**config.mk**
```make
export PLATFORM = sky130hd
export DESIGN_NAME = dual_pwm_timer
export DESIGN_NICKNAME = d
export VERILOG_FILES = /design/src/rtl/dual_pwm_pkg.sv /design/src/rtl/dual_pwm_ctrl.sv /design/src/rtl/dual_pwm_counter.sv /design/src/rtl/dual_pwm_output.sv /design/src/rtl/dual_pwm_timer.sv
export SDC_FILE = /design/constraint.sdc
export NUM_CORES = 1
export LEC_CHECK = 0
export ABC_AREA = 1
export BUFFER_PORTS_ARGS = -buffer_cell sky130_fd_sc_hd__clkbuf_2
export CAP_MARGIN = 20
export CORE_UTILIZATION = 45
export CTS_CLUSTER_SIZE = 16
export DETAILED_ROUTE_END_ITERATION = 12
export HOLD_SLACK_MARGIN = 0.1
export PLACE_DENSITY = 0.8
export SYNTH_ARGS = -nofsm -noshare
export SYNTH_HDL_FRONTEND = slang
export SYNTH_SLANG_ARGS = --single-unit
```
**constraint.sdc**
```tcl
create_clock -name clk_i -period 4.4 [get_ports clk_i]
set_clock_uncertainty 0.05 [all_clocks]
set_input_delay 0.44 -clock clk_i [delete_from_list [all_inputs] [get_ports clk_i]]
set_output_delay 0.44 -clock clk_i [all_outputs]
set_load 0.01 [all_outputs]
```
**src/rtl/dual_pwm_pkg.sv**
```systemverilog
package dual_pwm_pkg;
  localparam int unsigned CNT_W  = 8;
  localparam int unsigned MODE_W = 2;
  localparam logic [MODE_W-1:0] MODE_DUAL8 = 2'b10;
endpackage

```
**src/rtl/dual_pwm_ctrl.sv**
```systemverilog
module dual_pwm_ctrl
  import dual_pwm_pkg::*;
(
  input  logic              clk_i,
  input  logic              rst_ni,
  input  logic [MODE_W-1:0] mode_i,
  output logic              start_o,
  output logic              active_o,
  output logic              run_q_o
);
  logic run_q;
  logic run_req;

  assign run_req  = (mode_i == MODE_DUAL8);
  assign start_o  = run_req && !run_q;
  assign active_o = run_req && run_q;
  assign run_q_o  = run_q;

  always_ff @(posedge clk_i or negedge rst_ni) begin
    if (!rst_ni) run_q <= 1'b0;
    else         run_q <= run_req;
  end
endmodule

```
**src/rtl/dual_pwm_counter.sv**
```systemverilog
module dual_pwm_counter #(
  parameter int unsigned W = 8
) (
  input  logic         clk_i,
  input  logic         rst_ni,
  input  logic         start_i,
  input  logic         active_i,
  input  logic         level_i,
  input  logic [W-1:0] rld_first_i,
  input  logic [W-1:0] rld_second_i,
  output logic [W-1:0] cnt_o,
  output logic         zero_o
);
  logic [W-1:0] cnt_q;

  assign cnt_o  = cnt_q;
  assign zero_o = (cnt_q == '0);

  always_ff @(posedge clk_i or negedge rst_ni) begin
    if (!rst_ni) begin
      cnt_q <= '0;
    end else if (start_i) begin
      cnt_q <= rld_first_i;
    end else if (active_i) begin
      // reload for the phase that follows the one ending now
      if (zero_o) cnt_q <= level_i ? rld_second_i : rld_first_i;
      else        cnt_q <= cnt_q - 1'b1;
    end
  end
endmodule

```
**src/rtl/dual_pwm_output.sv**
```systemverilog
module dual_pwm_output (
  input  logic clk_i,
  input  logic rst_ni,
  input  logic start_i,
  input  logic active_i,
  input  logic zero_i,
  input  logic inv_i,
  output logic level_o,
  output logic pin_o
);
  logic level_q;

  always_ff @(posedge clk_i or negedge rst_ni) begin
    if (!rst_ni)                level_q <= 1'b0;
    else if (start_i)           level_q <= 1'b1;
    else if (active_i && zero_i) level_q <= ~level_q;
    else if (!active_i)         level_q <= 1'b0;
  end

  assign level_o = level_q;
  assign pin_o   = level_q ^ inv_i;
endmodule

```
**src/rtl/dual_pwm_timer.sv**
```systemverilog
module dual_pwm_timer
  import dual_pwm_pkg::*;
#(
  parameter int unsigned HALF_W = CNT_W,
  localparam int unsigned CMP_W = 2 * HALF_W
) (
  input  logic              clk_i,
  input  logic              rst_ni,
  input  logic [CMP_W-1:0]  cmp_i,
  input  logic [MODE_W-1:0] mode_i,
  input  logic              inv_i,
  output logic              pwm_o
);
  logic              start, active, run_q, zero, level;
  logic [HALF_W-1:0] cnt;

  dual_pwm_ctrl u_ctrl (
    .clk_i    (clk_i),
    .rst_ni   (rst_ni),
    .mode_i   (mode_i),
    .start_o  (start),
    .active_o (active),
    .run_q_o  (run_q)
  );

  dual_pwm_counter #(.W(HALF_W)) u_cnt (
    .clk_i        (clk_i),
    .rst_ni       (rst_ni),
    .start_i      (start),
    .active_i     (active),
    .level_i      (level),
    .rld_first_i  (cmp_i[HALF_W-1:0]),
    .rld_second_i (cmp_i[CMP_W-1:HALF_W]),
    .cnt_o        (cnt),
    .zero_o       (zero)
  );

  dual_pwm_output u_out (
    .clk_i    (clk_i),
    .rst_ni   (rst_ni),
    .start_i  (start),
    .active_i (active),
    .zero_i   (zero),
    .inv_i    (inv_i),
    .level_o  (level),
    .pin_o    (pwm_o)
  );
endmodule

```
== Word-level counts from Yosys, hierarchy flattened ==
Cells that the tools add are included.

* Reduce and logical (&&, ||, !) cells: 6
* Muxes and demuxes: 7
* Add/subtract/negate cells: 1
* Bitwise operators: 2
* Equal/unequal tests: 2

{| class="wikitable"
|+ Operators by type and width
! operator !! number
|-
| $mux W8 || 4
|-
| $logic_not A8 Y1 || 1
|-
| $sub A8 B1 Y8 const B || 1
|-
| $logic_and A1 B1 Y1 || 3
|-
| $mux W1 || 3
|-
| $ne A3 B3 Y1 const B || 1
|-
| $eq A2 B2 Y1 const B || 1
|-
| $reduce_bool A2 Y1 || 1
|-
| $logic_not A1 Y1 || 1
|-
| $not A1 Y1 || 1
|-
| $xor A1 B1 Y1 || 1
|}

* Register bits: 10
* Logic and storage cells: 21
* Input bits: 21
* Output and inout bits: 1

== Depth between registers and ports, before layout ==
Gate-level depths: netlist of the first run.

* Depth in word-level cells: 5
* Depth in mapped cells: 9
* Mapped depth without buffers: 9

== By module ==
Synthesis of the first run repeated with hierarchy kept, for this count alone.

* Cell total of the unflattened synthesis: 132
* Area, all modules: 859.6 sq um

{| class="wikitable"
|+ By module, submodules not included
! module !! cells an instance !! area each (sq um) !! seq. area each (sq um) !! instances
|-
| dual_pwm_counter || 116 || 748.2 || 200.2 || 1
|-
| dual_pwm_output || 9 || 61.3 || 25.0 || 1
|-
| dual_pwm_ctrl || 7 || 50.0 || 25.0 || 1
|}

== Worst setup path after synthesis of the first run ==
Ideal clock, no wire load.

* Path kind: reg-to-reg
* From: register u_cnt.cnt_q[0], in the netlist u_cnt.cnt_o[0]
* To: register u_cnt.cnt_q[0], in the netlist u_cnt.cnt_o[0]
* Required time: 4.222 ns
* Data arrival time: 1.215 ns
* Cell stages (with the launch flop): 9
* Clock period less this slack: 1.393 ns
* Path buffers: 1
* Path slack: 3.007 ns
* Setup time: 0.128 ns
* Cell sequence: dfrtp_1 -> inv_1 -> ha_1 -> nand3_1 -> nor2_4 -> buf_8 -> nand3_2 -> o211ai_2 -> nand3_1

* Word-level cells in the longest chain between the ends: 4
* Elaborated cells between the ends (all ways): 5
* Classes of those cells: add/sub (1); mux (3); reduce/logical (1)

{| class="wikitable"
|+ RTL lines
! element !! RTL line !! RTL
|-
| start, declared || dual_pwm_counter.sv:14 || <nowiki>logic [W-1:0] cnt_q;</nowiki>
|-
| start signal, assigned || dual_pwm_counter.sv:23 || <nowiki>cnt_q <= rld_first_i;</nowiki>
|-
| start signal, assigned || dual_pwm_counter.sv:26 || <nowiki>if (zero_o) cnt_q <= level_i ? rld_second_i : rld_first_i;</nowiki>
|-
| start signal, assigned || dual_pwm_counter.sv:27 || <nowiki>else cnt_q <= cnt_q - 1'b1;</nowiki>
|-
| $sub A8 B1 Y8 or $logic_not A8 Y1 (tied branches) || dual_pwm_counter.sv:27, dual_pwm_counter.sv:17 ||
|-
| $mux W8 (*) || dual_pwm_counter.sv:26 ||
|-
| $mux W8 (*) || dual_pwm_counter.sv:24 || <nowiki>end else if (active_i) begin</nowiki>
|-
| $mux W8 (*) || dual_pwm_counter.sv:22 || <nowiki>end else if (start_i) begin</nowiki>
|}

Mark *: on every way between the ends. The rest lies on a longest branch, timed or not. The select of a mux whose other input is x is not followed.
A chain may end at the register's enable or synchronous reset.

== Worst setup path after layout of the first run ==
* From: register u_cnt.cnt_q[0], in the netlist u_cnt.cnt_o[0]
* To: register u_cnt.cnt_q[3], in the netlist u_cnt.cnt_o[3]

The elaborated chain is that of the path after synthesis.

==> flow_metrics.py, run 1 <==
metrics = {
    "layout": {
        "nets": 166,
        "diodes": 0,
        "finish.utilization_pct": 57.8,
        "drive_above_1_share_pct": 28.2,
        "postLayoutCellArea_um2": 1010,
        "area_delta_synth_final_pct": 18.4,
    },
    "clock_network": {
        "post_cts_buffers": 0,
        "clk_pin_slew_ns": 0.07,
        "tritoncts": "done",
        "cts_buffer_depth": 2,
        "cts_buffers": 3,
        "postCtsResizedCells": 0,
        "cts_htree_levels": 1,
        "clk_latency_ns": 0.27,
        "clockRootBuffer": "clkbuf_4",
        "postCtsHoldBufs": 1,
        "clock_sinks": 10,
    },
    "route": {
        "wl_per_cell_um": 11.6,
        "drc_errors": 0,
        "ant_nets": 0,
        "vias": 858,
        "first_iter_violations": 19,
        "wl_um": 1940,
        "via_per_inst": 5.14,
        "firstDrtPassIters": 5,
    },
    "timing": {
        "finalHoldViolCount": 0,
        "worstMarginPinSlew_ns": 0.406,
        "maxSlewHeadroom_pct": 72.9,
        "finalMaxSlewViolations": 0,
        "rsz0062_at_grt": "no",
        "finalSetupViolCount": 0,
        "finalCritPeriodShare_pct": 39.9,
        "tns_ns": 0,
        "fin_crit_ns": 1.75,
        "timing.final.ws_setup_ns": 2.65,
        "fmax_ghz": 0.570,
    },
    "synth": {
        "synth.top_cell.area_share_pct": 29.4,
        "yosys.area.top_type": "dfrtp_1",
        "yosysUniqueCellTypes": 25,
        "yosysSeqAreaShare_pct": 29.4,
        "synth_area_um2": 852,
        "synth_fp_nets": 141,
        "synthCells": 118,
        "ys_seq_elements": 10,
        "syn_area_per_cell_um2": 7.22,
        "ys_warn_count": 0,
        "post_synth_main_area_contributors": "dfrtp_1, nand2_1, inv_1",
    },
    "worst_setup_path": {
        "cp_common_cell": "nand2_1",
        "slowest_stage": "dfrtp_1",
        "r2r_slack_ns": 2.65,
        "cpPeakStageDelay_ns": 0.38,
        "cp-end-kind": "register",
        "worstPathCellList": "inv_1 -> ha_1 -> nand3_1 -> nor2_4 -> inv_1 -> nand2_1 -> nand2_1 -> nand2_1 -> nand2_1",
        "crit_family": "simple AND/OR/NAND/NOR gates",
        "crit_fanout": 14,
        "crit_buf_inv": 2,
        "worstSetupStartpointType": "register",
        "crit_type": "reg -> reg",
        "cp.arrival_ns": 1.87,
        "required_ns": 4.52,
    },
    "global_routing": {
        "busiest_layer": "met2",
        "grtUsageMet2_pct": 36.0,
        "grt_max_degree": 15,
        "grt-ovfl-total": 0,
        "grt_util_met1_pct": 25.6,
        "antenna_found_initial": 0,
        "grt_pass1_wl_um": 3190,
        "grtUsageMet3_pct": 7.54,
        "track_usage_pct": 21.7,
        "grt_pass1_vias": 772,
    },
    "pwr": {
        "finalPower_uw": 322,
        "p_clk_share_pct": 27.0,
        "p_sw_share_pct": 37.5,
        "p_leak_uw": 0.000536,
        "ir_worst_vdd_v": 0.000266,
        "power.internal_uw": 201,
        "combinationalPowerShare_pct": 34.3,
        "sequentialPowerShare_pct": 38.7,
        "cellPowerDensity_nw_per_um2": 320,
        "switchingPower_uw": 121,
    },
    "placement": {
        "postPlaceCellArea_um2": 962,
        "dp_hpwl_um": 1410,
        "gp_congestion": 0.884,
        "dpl_worst_slack_ns": 2.67,
        "io_buffers": 21,
    },
    "floorplan": {
        "core_um2": 1750,
        "rows": 15,
        "initial_core_util_pct": 48.8,
        "dieArea_um2": 2070,
        "fp.dieH_um": 45.5,
        "die_w_um": 45.5,
        "ios": 22,
    },
    "outcome": {
        "status": "complete, no violations",
    },
    "hold_path": {
        "min_path_type": "in -> reg",
    },
    "job": {
        "cap_violations": 0,
    },
}
registers in the layout (all words and copies together), names as in the netlist:
signal and cells:
u_cnt.cnt_o 8, u_out.level_o 1, u_ctrl.run_q_o 1
per-stage QoR:
| step | cells | hold WS (ns) |
|---|---|---|
| after floorplan | 118 | 0.0944 |
| after global placement | 162 | 0.275 |
| after detailed placement | 162 | 0.275 |
| after CTS | 167 | 0.295 |
| after global routing | 167 | 0.287 |
| final | 167 | 0.297 |
power groups by stage:
stage / Sequential [µW] / Clock, µW / Combinational [µW]
4_1_cts: 124 / 87.5 / 111
3_3_place_gp: 125 / 0 / 106
5_1_grt: 127 / 91.8 / 127
2_1_floorplan: 120 / 0 / 87.1
3_5_place_dp: 126 / 0 / 109
6_report: 125 / 87.1 / 111
worst paths after layout:
| path | from | cells past startpoint | to |
|---|---|---|---|
| min in group asynchronous | rst_ni | 2 | u_out.level_o |
| hold reg to reg | u_ctrl.run_q_o | 1 | u_out.level_o |
| max in group asynchronous | rst_ni | 2 | u_cnt.cnt_o[7] |
| setup / recovery | u_cnt.cnt_o[0] | 9 | u_cnt.cnt_o[3] |
| setup reg to reg | u_cnt.cnt_o[0] | 9 | u_cnt.cnt_o[3] |
| hold / removal | mode_i[0] | 2 | u_ctrl.run_q_o |
cells in the mapped netlist:
cell type and n:
xnor2_1 1, a31oi_2 1, o21ai_0 5, buf_6 1
dfrtp_1 10, nand3_2 4, inv_2 1, a22oi_1 4
ha_1 2, buf_8 1, nor2_8 1, o211ai_1 1
or2_2 1, xor2_1 2, a31oi_1 1, nand3_1 6
nor2_1 6, o31ai_1 1, nand2_2 2, nand2_1 45
mux2i_1 1, a21oi_1 2, nor2_4 3, o211ai_2 2
inv_1 14
per-layer routing:
layer	up-vias	routed length, µm
met3	2	180
li1	427	-
met4	0	11
met5	-	0
met1	393	788
met2	36	964
worst register-to-register path, stage by stage (launching register included):
cell	delay, ns
dfrtp_1	0.38
inv_1	0.13
ha_1	0.16
nand3_1	0.12
nor2_4	0.37
inv_1	0.18
nand2_1	0.11
nand2_1	0.06
nand2_1	0.05
nand2_1	0.04
area by class of cell:
class | instances | area [µm²]
timing repair buffer | 22 | 115
inverter | 15 | 56.3
fill | 170 | 737
clock buffer | 4 | 36.3
multi-input combinational | 91 | 519
sequential | 10 | 250
tap | 25 | 31.3
kinds of logic (layout without fill, tap and decap cells):
group           Yosys count  count (layout)  share of synthesized area (%)
compound gates           17              17                           14.5
xor+xnor                  3               3                           3.08
fa+ha+maj                 2               2                           2.94
buf+inv                  17              41                           9.69
flops                    10              10                           29.4
mux                       1               1                           1.17
simple gates             68              68                           39.2
cell usage in the layout (no fill, tap or decap), drive strengths merged:
master,n
a21oi,2
a22oi,4
a31oi,2
clkbuf,25
dfrtp,10
dlygate4sd3,1
ha,2
inv,15
mux2i,1
nand2,47
nand3,10
nor2,10
o211ai,3
o21ai,5
o31ai,1
or2,1
xnor2,1
xor2,2
Note: power is estimated with default switching activity, not from simulation.
==> inputs of run 2 (changes only) <==
- clock period: 4.4 -> 1.7 ns (I/O delays scaled with it)
==> run 2 against run 1 <==
Effect of this change: utilization increased by 6.8 points; count of clock-buffer cells in the layout stayed put; final cell count rose by 7.2%; die area did not move; non-clock buffer count rose by 12; sequential power grew to 2.6 times the previous value.
==> flow_metrics.py, run 2 (synthesis gave the netlist of run 1 again) <==
metrics = {
    "timing": {
        "finalSetupViolCount": 0,
        "fmax_ghz": 0.657,
        "fin_crit_ns": 1.52,
        "finalHoldViolCount": 0,
        "rsz0062_at_grt": "no",
        "worstMarginPinSlew_ns": 0.293,
        "maxSlewHeadroom_pct": 80.5,
        "finalMaxSlewViolations": 0,
        "tns_ns": 0,
        "finalCritPeriodShare_pct": 89.5,
    },
    "route": {
        "via_per_inst": 4.96,
        "ant_nets": 0,
        "firstDrtPassIters": 4,
        "vias": 887,
        "first_iter_violations": 14,
        "wl_per_cell_um": 11.8,
        "drc_errors": 0,
        "wl_um": 2100,
    },
    "pwr": {
        "p_clk_share_pct": 25.5,
        "cellPowerDensity_nw_per_um2": 759,
        "switchingPower_uw": 314,
        "power.internal_uw": 541,
        "finalPower_uw": 855,
        "combinationalPowerShare_pct": 37.1,
        "ir_worst_vdd_v": 0.000572,
        "p_leak_uw": 0.000590,
        "sequentialPowerShare_pct": 37.4,
        "p_sw_share_pct": 36.7,
    },
    "floorplan": {
        "core_um2": 1750,
        "rows": 15,
        "initial_core_util_pct": 48.8,
        "ios": 22,
        "dieArea_um2": 2070,
        "fp.dieH_um": 45.5,
        "die_w_um": 45.5,
    },
    "global_routing": {
        "grt_pass1_vias": 806,
        "grt_max_degree": 11,
        "grt-ovfl-total": 0,
        "grt_util_met1_pct": 28.5,
        "grt_pass1_wl_um": 3420,
        "track_usage_pct": 23.6,
        "antenna_found_initial": 0,
        "grtUsageMet2_pct": 39.7,
        "busiest_layer": "met2",
        "grtUsageMet3_pct": 7.54,
    },
    "hold_path": {
        "min_path_type": "in -> reg",
        "min_from": "cmp_i[13]",
    },
    "worst_setup_path": {
        "worstSetupStartpointType": "register",
        "crit_fanout": 10,
        "cp.arrival_ns": 1.63,
        "required_ns": 1.80,
        "crit_type": "reg -> reg",
        "cp-end-kind": "register",
        "crit_start": "u_cnt.cnt_o[0]",
        "rr_startpoint": "u_cnt.cnt_o[0]",
    },
    "placement": {
        "io_buffers": 21,
        "gp_congestion": 0.878,
        "dp_hpwl_um": 1550,
    },
    "layout": {
        "final_common_cell": "nand2_1",
        "regArea_um2": 250,
        "area_delta_synth_final_pct": 32.3,
        "drive_above_1_share_pct": 27.3,
        "final_cell_mix": "nand2_1, clkbuf_2, inv_1, dlygate4sd3_1, dfrtp_1",
        "nets": 178,
        "fillers": 159,
        "largest_reg_flops": 8,
        "diodes": 0,
        "multi_input_area_um2": 519,
    },
    "clock_network": {
        "cts_buffers": 3,
        "tritoncts": "done",
        "clk_latency_ns": 0.27,
        "clockRootBuffer": "clkbuf_4",
        "clock_sinks": 10,
        "cts_htree_levels": 1,
        "cts_buffer_depth": 2,
        "clk_pin_slew_ns": 0.07,
        "post_cts_buffers": 0,
    },
    "job": {
        "cap_violations": 0,
    },
    "outcome": {
        "status": "complete, no violations",
    },
}
==> run 2: critical path: stages, from the launching register on <==
cell	delay, ns
dfrtp_1	0.38
inv_1	0.12
ha_1	0.16
nand3_1	0.11
nor2_4	0.17
buf_6	0.18
nand3_2	0.07
nand3_1	0.07
o211ai_1	0.08
==> run 2: final timing paths <==
check	to	depth (start not counted)	slack [ns]
max	u_cnt.cnt_o[1]	8	0.18
min	u_cnt.cnt_o[5]	5	0.20
max reg2reg	u_cnt.cnt_o[1]	8	0.18
min reg2reg	u_out.level_o	1	0.44
max in group asynchronous	u_cnt.cnt_o[4]	2	1.13
min in group asynchronous	u_ctrl.run_q_o	2	0.25
==> run 2: metal layers <==
| metal | part of all wire, % | vias up |
|---|---|---|
| met5 | 0 | - |
| met4 | 0 | 0 |
| met3 | 6.1 | 0 |
| met2 | 52 | 30 |
| met1 | 42 | 403 |
| li1 | - | 454 |
==> run 2: area by class of cell <==
cell class / count / share of cell area (%)
repair buffers: 34 / 20.8
clock buffers: 4 / 3.22
multi-input cells: 91 / 46.1
inverters: 15 / 4.99
well taps: 25 / 2.77
flip-flops and latches: 10 / 22.2
==> run 2: power groups by stage <==
stage          combinational [µW]  sequential [µW]  clock, µW
5_1_grt                       357              325        236
2_1_floorplan                 225              311          0
6_report                      317              320        218
3_3_place_gp                  281              322          0
3_5_place_dp                  291              324          0
4_1_cts                       312              320        223
==> run 2: stage by stage <==
stage | util, % | cells | instance area, µm² | setup slack [ns] | hold WS [ns]
floorplan | - | 118 | 852 | 0.307 | -0.176
global placement | 56.0 | 164 | 977 | 0.208 | 0.00490
detailed placement | 56.0 | 164 | 977 | 0.148 | 0.00367
CTS | 64.4 | 179 | 1120 | 0.137 | 0.190
global route | 64.6 | 179 | 1130 | 0.0226 | 0.231
finish | 64.6 | 179 | 1130 | 0.179 | 0.203
==> run 2: repair_timing <==
action / in CTS / in global routing
setup endpoints to repair: 0 / 2
hold buffers: 11 / 0
endpoints found under the hold margin: 19 / 0
resized for setup: 0 / 1
